--- src/rtl/bp_pkg.sv ---
package bp_pkg;

  // Bit position of the least significant bit of byte lane `lane`.
  // Lane 0 is the first byte and sits at the most significant end.
  function automatic int bp_lane_lsb(int nb, int bw, int lane);
    return (nb - 1 - lane) * bw;
  endfunction

  // Words a read must fetch when `held` bytes are buffered and `want` are asked for.
  function automatic int bp_fetch_words(int nb, int held, int want);
    if (want <= held) return 0;
    return (want - held + nb - 1) / nb;
  endfunction

endpackage

--- src/rtl/bp_pack.sv ---
module bp_pack #(
  parameter int NB = 4,
  parameter int BW = 8
) (
  input  logic                clk,
  input  logic                rst_n,
  input  logic                xfer_start,
  input  logic                byte_valid,
  output logic                byte_ready,
  input  logic [BW-1:0]       byte_data,
  input  logic                flush_valid,
  output logic                flush_ready,
  output logic                word_valid,
  input  logic                word_ready,
  output logic [NB*BW-1:0]    word_data
);
  import bp_pkg::*;

  localparam int WW = NB * BW;
  localparam int CW = $clog2(NB + 1);
  localparam logic [CW-1:0] FULL = CW'(NB);

  logic [WW-1:0] spill_q;
  logic [CW-1:0] occ_q;

  // Named events for the assertions.
  logic byte_fire, word_fire, flush_fire, pad_event;

  function automatic logic [WW-1:0] lane_put(logic [WW-1:0] w, logic [BW-1:0] b,
                                             logic [CW-1:0] lane);
    logic [WW-1:0] r;
    r = w;
    for (int i = 0; i < NB; i++) begin
      if (lane == CW'(i)) r[bp_lane_lsb(NB, BW, i) +: BW] = b;
    end
    return r;
  endfunction

  assign word_valid  = (occ_q == FULL);
  assign word_data   = spill_q;
  assign byte_ready  = !xfer_start && !flush_valid && (occ_q < FULL);
  assign flush_ready = !xfer_start && (occ_q != FULL);

  assign byte_fire  = byte_valid && byte_ready;
  assign word_fire  = word_valid && word_ready && !xfer_start;
  assign flush_fire = flush_valid && flush_ready;
  assign pad_event  = flush_fire && (occ_q != '0);

  always_ff @(posedge clk) begin
    if (!rst_n || xfer_start) begin
      occ_q   <= '0;
      spill_q <= '0;
    end else if (word_fire) begin
      occ_q   <= '0;
      spill_q <= '0;
    end else if (pad_event) begin
      occ_q   <= FULL;
    end else if (byte_fire) begin
      spill_q <= lane_put(spill_q, byte_data, occ_q);
      occ_q   <= occ_q + 1'b1;
    end
  end

  AST_WORD_HOLD: assert property (@(posedge clk) disable iff (!rst_n)
    (word_valid && !word_ready && !xfer_start) |=> (word_valid && $stable(word_data)));
  AST_OCC_BOUND: assert property (@(posedge clk) disable iff (!rst_n)
    occ_q <= FULL);
  AST_PAD_EMITS: assert property (@(posedge clk) disable iff (!rst_n)
    (pad_event && !xfer_start) |=> word_valid);
  AST_EMPTY_FLUSH_QUIET: assert property (@(posedge clk) disable iff (!rst_n)
    (flush_fire && occ_q == '0) |=> !word_valid);
  AST_NO_BYTE_WHILE_STALLED: assert property (@(posedge clk) disable iff (!rst_n)
    word_valid |-> !byte_fire);

endmodule

--- src/rtl/bp_unpack.sv ---
module bp_unpack #(
  parameter int NB    = 4,
  parameter int BW    = 8,
  parameter int LEN_W = 10
) (
  input  logic                clk,
  input  logic                rst_n,
  input  logic                xfer_start,
  input  logic                req_valid,
  output logic                req_ready,
  input  logic [LEN_W-1:0]    req_len,
  input  logic                word_valid,
  output logic                word_ready,
  input  logic [NB*BW-1:0]    word_data,
  output logic                byte_valid,
  input  logic                byte_ready,
  output logic [BW-1:0]       byte_data
);
  localparam int WW = NB * BW;
  localparam int CW = $clog2(NB + 1);

  logic [WW-1:0]    hold_q;
  logic [CW-1:0]    held_q;
  logic [LEN_W-1:0] left_q;

  logic req_fire, fetch_fire, give_fire;

  assign req_ready  = !xfer_start && (left_q == '0);
  assign byte_valid = !xfer_start && (left_q != '0) && (held_q != '0);
  assign word_ready = !xfer_start && (left_q != '0) && (held_q == '0);
  assign byte_data  = hold_q[WW-1 -: BW];

  assign req_fire   = req_valid && req_ready;
  assign fetch_fire = word_valid && word_ready;
  assign give_fire  = byte_valid && byte_ready;

  always_ff @(posedge clk) begin
    if (!rst_n || xfer_start) begin
      hold_q <= '0;
      held_q <= '0;
      left_q <= '0;
    end else begin
      if (req_fire) left_q <= req_len;
      if (fetch_fire) begin
        hold_q <= word_data;
        held_q <= CW'(NB);
      end else if (give_fire) begin
        hold_q <= hold_q << BW;
        held_q <= held_q - 1'b1;
        left_q <= left_q - 1'b1;
      end
    end
  end

  AST_BYTE_HOLD: assert property (@(posedge clk) disable iff (!rst_n)
    (byte_valid && !byte_ready && !$past(xfer_start)) |=> (xfer_start || (byte_valid && $stable(byte_data))));
  AST_HELD_FIRST: assert property (@(posedge clk) disable iff (!rst_n)
    byte_valid |-> !word_ready);
  AST_XFER_DROPS: assert property (@(posedge clk) disable iff (!rst_n)
    xfer_start |=> (!byte_valid && req_ready));
  AST_HELD_BOUND: assert property (@(posedge clk) disable iff (!rst_n)
    held_q <= CW'(NB));

endmodule

--- src/rtl/bytepack_top.sv ---
module bytepack_top #(
  parameter int NB    = 4,
  parameter int BW    = 8,
  parameter int LEN_W = 10
) (
  input  logic               clk,
  input  logic               rst_n,
  input  logic               xfer_start,
  input  logic               wr_byte_valid,
  output logic               wr_byte_ready,
  input  logic [BW-1:0]      wr_byte_data,
  input  logic               wr_flush_valid,
  output logic               wr_flush_ready,
  output logic               wo_valid,
  input  logic               wo_ready,
  output logic [NB*BW-1:0]   wo_data,
  input  logic               rd_req_valid,
  output logic               rd_req_ready,
  input  logic [LEN_W-1:0]   rd_req_len,
  input  logic               wi_valid,
  output logic               wi_ready,
  input  logic [NB*BW-1:0]   wi_data,
  output logic               rb_valid,
  input  logic               rb_ready,
  output logic [BW-1:0]      rb_data
);

  bp_pack #(.NB(NB), .BW(BW)) u_pack (
    .clk(clk), .rst_n(rst_n), .xfer_start(xfer_start),
    .byte_valid(wr_byte_valid), .byte_ready(wr_byte_ready), .byte_data(wr_byte_data),
    .flush_valid(wr_flush_valid), .flush_ready(wr_flush_ready),
    .word_valid(wo_valid), .word_ready(wo_ready), .word_data(wo_data)
  );

  bp_unpack #(.NB(NB), .BW(BW), .LEN_W(LEN_W)) u_unpack (
    .clk(clk), .rst_n(rst_n), .xfer_start(xfer_start),
    .req_valid(rd_req_valid), .req_ready(rd_req_ready), .req_len(rd_req_len),
    .word_valid(wi_valid), .word_ready(wi_ready), .word_data(wi_data),
    .byte_valid(rb_valid), .byte_ready(rb_ready), .byte_data(rb_data)
  );

  AST_RESET_IDLE: assert property (@(posedge clk)
    !rst_n |=> (!wo_valid && !rb_valid && !wi_ready));

endmodule

--- config.mk ---
export PLATFORM = sky130hd
export DESIGN_NAME = bytepack_top
export DESIGN_NICKNAME = d
export VERILOG_FILES = /design/src/rtl/bp_pkg.sv /design/src/rtl/bp_pack.sv /design/src/rtl/bp_unpack.sv /design/src/rtl/bytepack_top.sv
export SDC_FILE = /design/constraint.sdc
export NUM_CORES = 1
export LEC_CHECK = 0
export BUFFER_PORTS_ARGS = -buffer_cell sky130_fd_sc_hd__buf_2
export CELL_PAD_IN_SITES_DETAIL_PLACEMENT = 0
export CELL_PAD_IN_SITES_GLOBAL_PLACEMENT = 1
export CORE_MARGIN = 2
export CORE_UTILIZATION = 25
export DETAILED_ROUTE_END_ITERATION = 6
export GPL_ROUTABILITY_DRIVEN = 0
export PLACE_DENSITY = 0.64
export SYNTH_ARGS = -nofsm -noshare
export SYNTH_HDL_FRONTEND = slang
export SYNTH_SLANG_ARGS = --single-unit
export TNS_END_PERCENT = 5
--- constraint.sdc ---
create_clock -name clk -period 4.2 [get_ports clk]
set_input_delay 0.42 -clock clk [delete_from_list [all_inputs] [get_ports clk]]
set_output_delay 0.42 -clock clk [all_outputs]
set_load 0.05 [all_outputs]
==> flow_summary.json, run 1 <==
{
  "drt_first_pass_iters": 5,
  "leakage_nw": 1.844,
  "setup_viol": 0,
  "antenna_left": 0,
  "fin_skew_ns": 0.006992,
  "end_kind": "primary output",
  "hold_slack_ns": 0.2803,
  "synth_edf_count": 0,
  "diodes": 0,
  "ys_seq_area_share_pct": 44.60,
  "ctsLongestPathBuffers": 2,
  "grt_pass1_vias": 3126,
  "pin_count": 105,
  "outcome": "finished clean",
  "reg2reg_depth": 4,
  "period_needed_ns": 2.674,
  "final_common_cell": "buf_2",
  "die_h_um": 123.9,
  "drt_iter0_drc": 143,
  "maxSlewViolCount": 0,
  "core_um2": 13930,
  "holdPathStages": 3,
  "period_share_pct": 63.66,
  "r2r-start": "u_unpack.left_q[7]",
  "start_util_pct": 25.77,
  "cts.htree.levels": 3,
  "netlist_area_um2": 3591,
  "hold_buffers": 0,
  "grt_use_total_pct": 13.70,
  "ys.flop_type": "dfxtp_1",
  "hold_violations": 0,
  "grt_max_degree": 36,
  "mostFrequentLayoutCells": "buf_2 (104), dfxtp_1 (80), nand2_1 (71)",
  "crit_path_start_kind": "register",
  "dp.final_hpwl_um": 7182,
  "dieArea_um2": 15340,
  "std_cell_rows": 43,
  "numCtsBuffers": 9,
  "required_ns": 3.78,
  "synth_seq_cells": 80,
  "ctsResizeCount": 0,
  "synth.net_count": 470,
  "fin_tns_setup_ns": 0,
  "slowest_stage": "and3_1",
  "post_cts_buffers": 0,
  "min_to": "u_unpack.hold_q[22]",
  "slew_headroom_pct": 25.45,
  "cts_sinks": 80,
  "ys_warn_count": 0,
  "synth.avg_cell_area_um2": 8.933,
  "r2r_slack_ns": 1.76,
  "critPathKind": "register to primary output",
  "holdCritStartpoint": "wi_data[22]",
  "io_buffer_count": 104,
  "r2r_end": "u_unpack.hold_q[8]",
  "drc_errors": 0,
  "async_flop_share_pct": 0,
  "layout-drive-gt1-share_pct": 29.24,
  "clock_latency_ns": 0.34,
  "drv_cap": 0,
  "syn2layout_area_growth_pct": 26.24,
  "wl_um": 10090,
  "synth_cells": 402,
  "grt_pass1_wl_um": 15860,
  "nNetsFinal": 552,
  "grt_overflow": 0,
  "tightest_slew_ns": 1.118,
  "path_clk_slew_ns": 0.07,
  "cts_tree": "yes",
  "synth.distinct_cells": 47,
  "max_freq_mhz": 374.0,
  "critical_path_arrival_ns": 2.25,
  "p_per_area_nw_per_um2": 408.8,
  "die_w_um": 123.9,
  "grt_setup_unrepaired": "false",
  "path_max_fanout": 17,
  "hp-class": "input pin to register",
  "peakVddDrop_mv": 0.1478,
  "antenna_found_initial": 1,
  "viasPerCell": 4.880,
  "cpPeakStageDelay_ns": 0.64,
  "wl_per_cell_um": 15.09,
  "clockRootBuffer": "clkbuf_16",
  "dr_total_vias": 3265,
  "cp_cell_sequence": "nor4_2 -> and3_1 -> nor3_1 -> buf_2"
}
## synth_stat cells (2+ instances only)
cell / n / area [um2]
or3_1: 2 / 12.51
and2_1: 2 / 12.51
buf_4: 11 / 82.58
nand3b_1: 2 / 15.01
o221ai_1: 6 / 52.55
nor3b_1: 2 / 15.01
a221o_1: 8 / 80.08
nor3_1: 14 / 70.07
a21oi_1: 36 / 180.2
nand4_1: 3 / 18.77
buf_2: 6 / 30.03
or4_1: 2 / 15.01
inv_1: 12 / 45.04
mux2i_1: 9 / 90.09
nor2_1: 16 / 60.06
a31oi_1: 4 / 25.02
nand2b_1: 2 / 12.51
o21a_1: 2 / 15.01
ha_1: 9 / 112.6
nand2_1: 71 / 266.5
a41o_1: 4 / 40.04
dfxtp_1: 80 / 1602
a311oi_1: 2 / 17.52
buf_6: 2 / 22.52
nor4_2: 3 / 37.54
o221ai_2: 10 / 150.1
clkbuf_1: 19 / 71.32
nor2b_1: 3 / 18.77
a41oi_1: 2 / 17.52
nand3_1: 29 / 145.1
a211oi_1: 2 / 15.01
a21boi_1: 3 / 22.52
a32o_1: 10 / 100.1
## final cells by class
class | instances | area [um2]
clock inverters | 6 | 97.59
flip-flops and latches | 80 | 1602
multi-input cells | 272 | 1767
inverters | 12 | 45.04
clock buffers | 10 | 239.0
repair buffers | 109 | 558.0
well taps | 180 | 225.2
fillers | 1483 | 9402
## worst max path at each step
stage	slack (ns)	from	end	depth (start not counted)
after floorplan	1.64	u_unpack.left_q[0]	rb_valid	6
after global placement	1.77	xfer_start	u_pack.occ_q[0]	4
after detailed placement	1.72	xfer_start	u_pack.occ_q[1]	4
after CTS	1.50	u_unpack.left_q[7]	rb_valid	4
after global routing	1.32	u_unpack.left_q[7]	wi_ready	4
final	1.53	u_unpack.left_q[7]	wi_ready	4
## kinds of logic (layout without fill, tap and decap cells)
| family | count (synthesis) | count (layout) | share of synthesized area (%) |
|---|---|---|---|
| mux | 9 | 9 | 2.509 |
| buf+inv | 50 | 137 | 7.003 |
| simple gates | 157 | 157 | 21.12 |
| xor+xnor | 1 | 1 | 0.2439 |
| fa+ha+maj | 9 | 9 | 3.136 |
| compound gates | 96 | 96 | 21.39 |
| flops | 80 | 80 | 44.60 |
## worst max-delay path, delay by kind of cell, from the launching register on
| kind | cells | cell delay (ns) |
|---|---|---|
| AND/OR/NAND/NOR | 3 | 1.32 |
| flip-flops | 1 | 0.35 |
| buffers and inverters | 1 | 0.24 |
## flip-flops by register name (all words and copies together), names as in the netlist
register and flops:
u_unpack.left_q 10, u_unpack.hold_q 32, u_unpack.held_q 3, u_pack.occ_q 3
u_pack.word_data 32
## routing by layer
| metal | share of wire, % | vias to the layer above | global-route usage, % |
|---|---|---|---|
| met5 | 0 | - | 0 |
| met4 | 2.0 | 0 | 5.895 |
| met3 | 9.4 | 17 | 6.090 |
| met2 | 45 | 101 | 20.84 |
| met1 | 44 | 1524 | 16.73 |
| li1 | - | 1623 | - |
## stage by stage
stage | total power, mW | instance area (um2) | util, % | setup slack, ns | instances
floorplan | 0.9254 | 3591 | - | 1.643 | 402
detailed placement | 0.9854 | 4197 | 30.12 | 1.717 | 653
finish | 1.853 | 4533 | 32.53 | 1.526 | 669
CTS | 1.887 | 4533 | 32.53 | 1.499 | 669
global placement | 0.9835 | 4197 | 30.12 | 1.774 | 653
global route | 1.937 | 4533 | 32.53 | 1.321 | 669
## where the power goes
part           total [mW]  switching [mW]  internal [mW]
logic               0.188           0.129         0.0590
registers           0.779         0.00806          0.771
clock network       0.886           0.340          0.546
Power figures use the tool's default switching activity.
==> run 2: changes to the inputs <==
==> constraint.sdc (replaced) <==
create_clock -name clk -period 2.5 [get_ports clk]
set_input_delay 0.25 -clock clk [delete_from_list [all_inputs] [get_ports clk]]
set_output_delay 0.25 -clock clk [all_outputs]
set_load 0.05 [all_outputs]
==> flow_summary.json, run 2 (same netlist as run 1, synthesis figures left out) <==
{
  "cts_tree": "yes",
  "cpPeakStageDelay_ns": 0.58,
  "dieArea_um2": 15340,
  "wl_per_cell_um": 14.92,
  "clock_latency_ns": 0.33,
  "dpl_cell_area_um2": 4249,
  "slew_headroom_pct": 59.03,
  "swShare_pct": 27.00,
  "dr_total_vias": 3338,
  "cts_sinks": 80,
  "path_clk_slew_ns": 0.06,
  "hold_buffers": 0,
  "grt_use_total_pct": 13.34,
  "clockRootBuffer": "clkbuf_16",
  "path_max_fanout": 12,
  "required_ns": 2.25,
  "critical_path_arrival_ns": 2.04,
  "antenna_left": 0,
  "end_kind": "primary output",
  "drv_cap": 0,
  "period_needed_ns": 2.286,
  "crit_path_start_kind": "register",
  "dp.final_hpwl_um": 7301,
  "ctsResizeCount": 0,
  "p_clk_share_pct": 42.5,
  "fin_tns_setup_ns": 0,
  "stdcell_area_um2": 4529,
  "grt_pass1_vias": 3145,
  "numCtsBuffers": 9,
  "period_share_pct": 91.43,
  "p_seq_share_pct": 45.9,
  "wl_um": 10090,
  "p_comb_share_pct": 11.6,
  "cts.htree.levels": 3,
  "critPathKind": "register to primary output",
  "diodes": 0,
  "cp_top_family": "simple AND/OR/NAND/NOR gates",
  "layout-drive-gt1-share_pct": 30.04,
  "post_cts_buffers": 0,
  "place_ws_ns": 0.4413,
  "ctsLongestPathBuffers": 2,
  "fin_skew_ns": 0.008941,
  "power.switching_mw": 0.7702,
  "crit_buf_inv": 1,
  "grt_max_degree": 36,
  "cp_cell_sequence": "nor4_2 -> nand3_2 -> nor2_1 -> buf_2",
  "mostFrequentLayoutCells": "buf_2 (104), dfxtp_1 (80), nand2_1 (71)",
  "leakage_nw": 1.845,
  "die_w_um": 123.9,
  "start_util_pct": 25.77,
  "drc_errors": 0,
  "grt_pass1_wl_um": 15700,
  "syn2layout_area_growth_pct": 26.13,
  "setup_ws_ns": 0.2142,
  "outcome": "finished clean",
  "core_um2": 13930,
  "peakVddDrop_mv": 0.2832,
  "hp-class": "input pin to register",
  "io_buffer_count": 104,
  "final_common_cell": "buf_2",
  "die_h_um": 123.9,
  "pin_count": 105,
  "max_freq_mhz": 437.5,
  "viasPerCell": 4.938,
  "p_per_area_nw_per_um2": 629.9,
  "drt_iter0_drc": 154,
  "p_int_mw": 2.083,
  "tightest_slew_ns": 0.6118,
  "nNetsFinal": 559,
  "maxSlewViolCount": 0,
  "grt_setup_unrepaired": "false",
  "setup_viol": 0,
  "slowest_stage": "nor4_2",
  "hold_violations": 0,
  "grt_overflow": 0,
  "drt_first_pass_iters": 4,
  "std_cell_rows": 43,
  "antenna_found_initial": 0
}
run 2: cell count changes in the layout (fill, tap and decap cells not counted), sizes merged:
cell	change
buf	+7
bufinv	-2
clkinv	+1
clkinvlp	+2
inv	-1
run 2: layout make-up:
cell class | count | area (um2)
timing repair buffer | 116 | 610.6
fill | 1455 | 9405
tap | 180 | 225.2
clock inverter | 6 | 42.54
sequential | 80 | 1602
clock buffer | 10 | 229.0
multi-input combinational | 272 | 1775
inverter | 12 | 45.04
run 2: stage by stage:
step                      cells  hold slack, ns  util [%]  power [mW]
after floorplan             402          0.3660         -       1.555
after global placement      660          0.4394     30.49       1.667
after detailed placement    660          0.4453     30.49       1.670
after CTS                   676          0.1085     32.44       2.906
after global routing        676          0.1182     32.50       2.998
final                       676          0.1231     32.50       2.853
run 2: worst paths after layout:
check	slack [ns]	to	startpoint	cells past startpoint
hold / removal	0.12	u_unpack.hold_q[22]	wi_data[22]	3
setup reg to reg	0.48	u_unpack.hold_q[27]	u_unpack.left_q[9]	5
hold reg to reg	0.45	u_pack.word_data[9]	u_pack.word_data[9]	2
setup / recovery	0.21	rd_req_ready	u_unpack.left_q[9]	4
run 2: worst min-delay path: cells and delay by family:
| kind | cells | cell delay (ns) |
|---|---|---|
| AOI/OAI and AO/OA | 1 | 0.05 |
| buffers and inverters | 1 | 0.08 |
| and+or+nand+nor | 1 | 0.05 |
run 2: power groups by stage:
stage	clock (mW)	combinational [mW]	sequential, mW
after floorplan	0	0.213	1.34
after global placement	0	0.330	1.34
after detailed placement	0	0.332	1.34
after CTS	1.26	0.333	1.31
after global routing	1.32	0.364	1.31
final	1.21	0.330	1.31
run 2: routing by layer:
layer  GRT usage (%)  up-vias  wire length, um
met5               0        -                0
met4           4.972        0              124
met3           5.403        7              868
met2           21.94      106             4776
met1           15.56     1589             4318
li1                -     1636                -
==> run 3: changes to the inputs <==
--- a/config.mk
+++ b/config.mk
@@ -9,10 +9,10 @@
 export CELL_PAD_IN_SITES_DETAIL_PLACEMENT = 0
 export CELL_PAD_IN_SITES_GLOBAL_PLACEMENT = 1
 export CORE_MARGIN = 2
-export CORE_UTILIZATION = 25
+export CORE_UTILIZATION = 38
 export DETAILED_ROUTE_END_ITERATION = 6
 export GPL_ROUTABILITY_DRIVEN = 0
-export PLACE_DENSITY = 0.64
+export PLACE_DENSITY = 0.87
 export SYNTH_ARGS = -nofsm -noshare
 export SYNTH_HDL_FRONTEND = slang
 export SYNTH_SLANG_ARGS = --single-unit
==> flow_summary.json, run 3 (same netlist as run 1, synthesis figures left out) <==
{
  "outcome": "finished clean",
  "fin_tns_setup_ns": 0,
  "drc_errors": 0,
  "cp_cell_sequence": "nor4_4 -> and3_1 -> nor3_1 -> buf_2",
  "r2r_end": "u_pack.word_data[1]",
  "max_freq_mhz": 453.5,
  "critical_path_arrival_ns": 1.95,
  "leakage_nw": 1.827,
  "drt_iter0_drc": 68,
  "hold_buffers": 0,
  "endpoint": "rb_valid",
  "p_per_area_nw_per_um2": 615.3,
  "viasPerCell": 5.431,
  "crit_buf_inv": 1,
  "cp_top_family": "simple AND/OR/NAND/NOR gates",
  "period_share_pct": 88.19,
  "antenna_found_initial": 0,
  "r2r-start": "u_pack.occ_q[0]",
  "finalPower_mw": 2.708,
  "cts_sinks": 80,
  "tightest_slew_ns": 0.5721,
  "ctsLongestPathBuffers": 2,
  "crit_start": "u_unpack.left_q[7]",
  "syn2layout_area_growth_pct": 22.54,
  "pin_count": 105,
  "slew_headroom_pct": 61.86,
  "r2r_slack_ns": 0.47,
  "peakVddDrop_mv": 0.3457,
  "fin_skew_ns": 0.007688,
  "nNetsFinal": 558,
  "dieArea_um2": 10240,
  "setup_viol": 0,
  "period_needed_ns": 2.205,
  "diodes": 0,
  "worstSetupPathDepth": 4,
  "fillers": 924,
  "wl_per_cell_um": 14.84,
  "grt_max_degree": 36,
  "clockRootBuffer": "clkbuf_8",
  "slowest_stage": "nor4_4",
  "setup_ws_ns": 0.2952,
  "wl_um": 8992,
  "drt_first_pass_iters": 4,
  "clock_latency_ns": 0.35,
  "end_kind": "primary output",
  "hp-class": "input pin to register",
  "grt_setup_unrepaired": "false",
  "grt_pass1_wl_um": 14530,
  "drv_cap": 0,
  "place_ws_ns": 0.4215,
  "dp.final_hpwl_um": 6540,
  "hold_violations": 0,
  "reg2reg_depth": 6,
  "core_um2": 9196,
  "dr_total_vias": 3291,
  "io_buffer_count": 104,
  "post_cts_buffers": 0,
  "maxSlewViolCount": 0,
  "cpPeakStageDelay_ns": 0.47,
  "grt_use_total_pct": 17.82,
  "final_common_cell": "buf_2",
  "die_w_um": 101.2,
  "critPathKind": "register to primary output",
  "numCtsBuffers": 9,
  "cts.htree.levels": 3,
  "start_util_pct": 39.05,
  "dp.cells": 590,
  "cts_tree": "yes",
  "required_ns": 2.25,
  "path_max_fanout": 10,
  "layout-drive-gt1-share_pct": 30.10,
  "grt_overflow": 0,
  "fin_cells": 606,
  "std_cell_rows": 35,
  "antenna_left": 0,
  "grt_pass1_vias": 3167,
  "hold_slack_ns": 0.1025,
  "mostFrequentLayoutCells": "buf_2 (104), dfxtp_1 (80), nand2_1 (71)",
  "die_h_um": 101.2,
  "crit_path_start_kind": "register",
  "path_clk_slew_ns": 0.08
}
[run 3: cell count changes in the layout (fill, tap and decap cells not counted), moves of 2 or more]
cell / previous run / this run
clkbuf_8: 0 / 10
clkinv_4: 0 / 2
clkbuf_16: 9 / 0
clkinvlp_4: 2 / 0
bufinv_16: 0 / 2
[run 3: worst reg2reg max path, delay by kind of cell, from the launching register on]
| family | cells | cell delay, ns |
|---|---|---|
| muxes | 1 | 0.25 |
| DFF | 1 | 0.41 |
| adders and majority gates | 1 | 0.21 |
| and+or+nand+nor | 3 | 0.97 |
| buffers and inverters | 1 | 0.09 |
[run 3: report_power, final]
part	total (mW)	switching (mW)	internal (mW)
Sequential	1.31	0.0137	1.29
Combinational	0.327	0.216	0.111
Clock	1.07	0.478	0.595
[run 3: layout make-up]
cell class | instances | area (um2) | area share (%)
clock buffers | 10 | 137.6 | 3.128
flip-flops and latches | 80 | 1602 | 36.39
inverters | 12 | 45.04 | 1.024
multi-input cells | 272 | 1783 | 40.52
repair buffers | 115 | 603.1 | 13.70
well taps | 111 | 138.9 | 3.156
clock inverters | 6 | 91.34 | 2.076
[run 3: metrics by stage]
step / util (%) / instance area, um2
2_1_floorplan: - / 3591
3_3_place_gp: 45.18 / 4155
3_5_place_dp: 45.18 / 4155
4_1_cts: 47.67 / 4384
5_1_grt: 47.85 / 4400
6_report: 47.85 / 4400
[run 3: worst min path at each step]
stage | endpoint | cells past startpoint | slack [ns] | start
after floorplan | u_unpack.hold_q[10] | 2 | 0.37 | wi_data[10]
after global placement | u_pack.word_data[30] | 2 | 0.44 | u_pack.word_data[30]
after detailed placement | u_pack.word_data[26] | 2 | 0.44 | u_pack.word_data[26]
after CTS | u_unpack.hold_q[22] | 3 | 0.09 | wi_data[22]
after global routing | u_unpack.hold_q[22] | 3 | 0.09 | wi_data[22]
final | u_unpack.hold_q[22] | 3 | 0.10 | wi_data[22]
[run 3: what timing repair did]
action / CTS / global route
hold endpoints to repair: 0 / 0
setup endpoints to repair: 0 / 1
gates resized for setup: 0 / 2
[run 3: routing by layer]
metal	global-route usage [%]	routed length (um)	up-vias
met5	0	0	-
met3	5.245	607	10
met4	6.757	121	0
li1	-	-	1633
met2	31.07	4450	98
met1	20.63	3812	1550
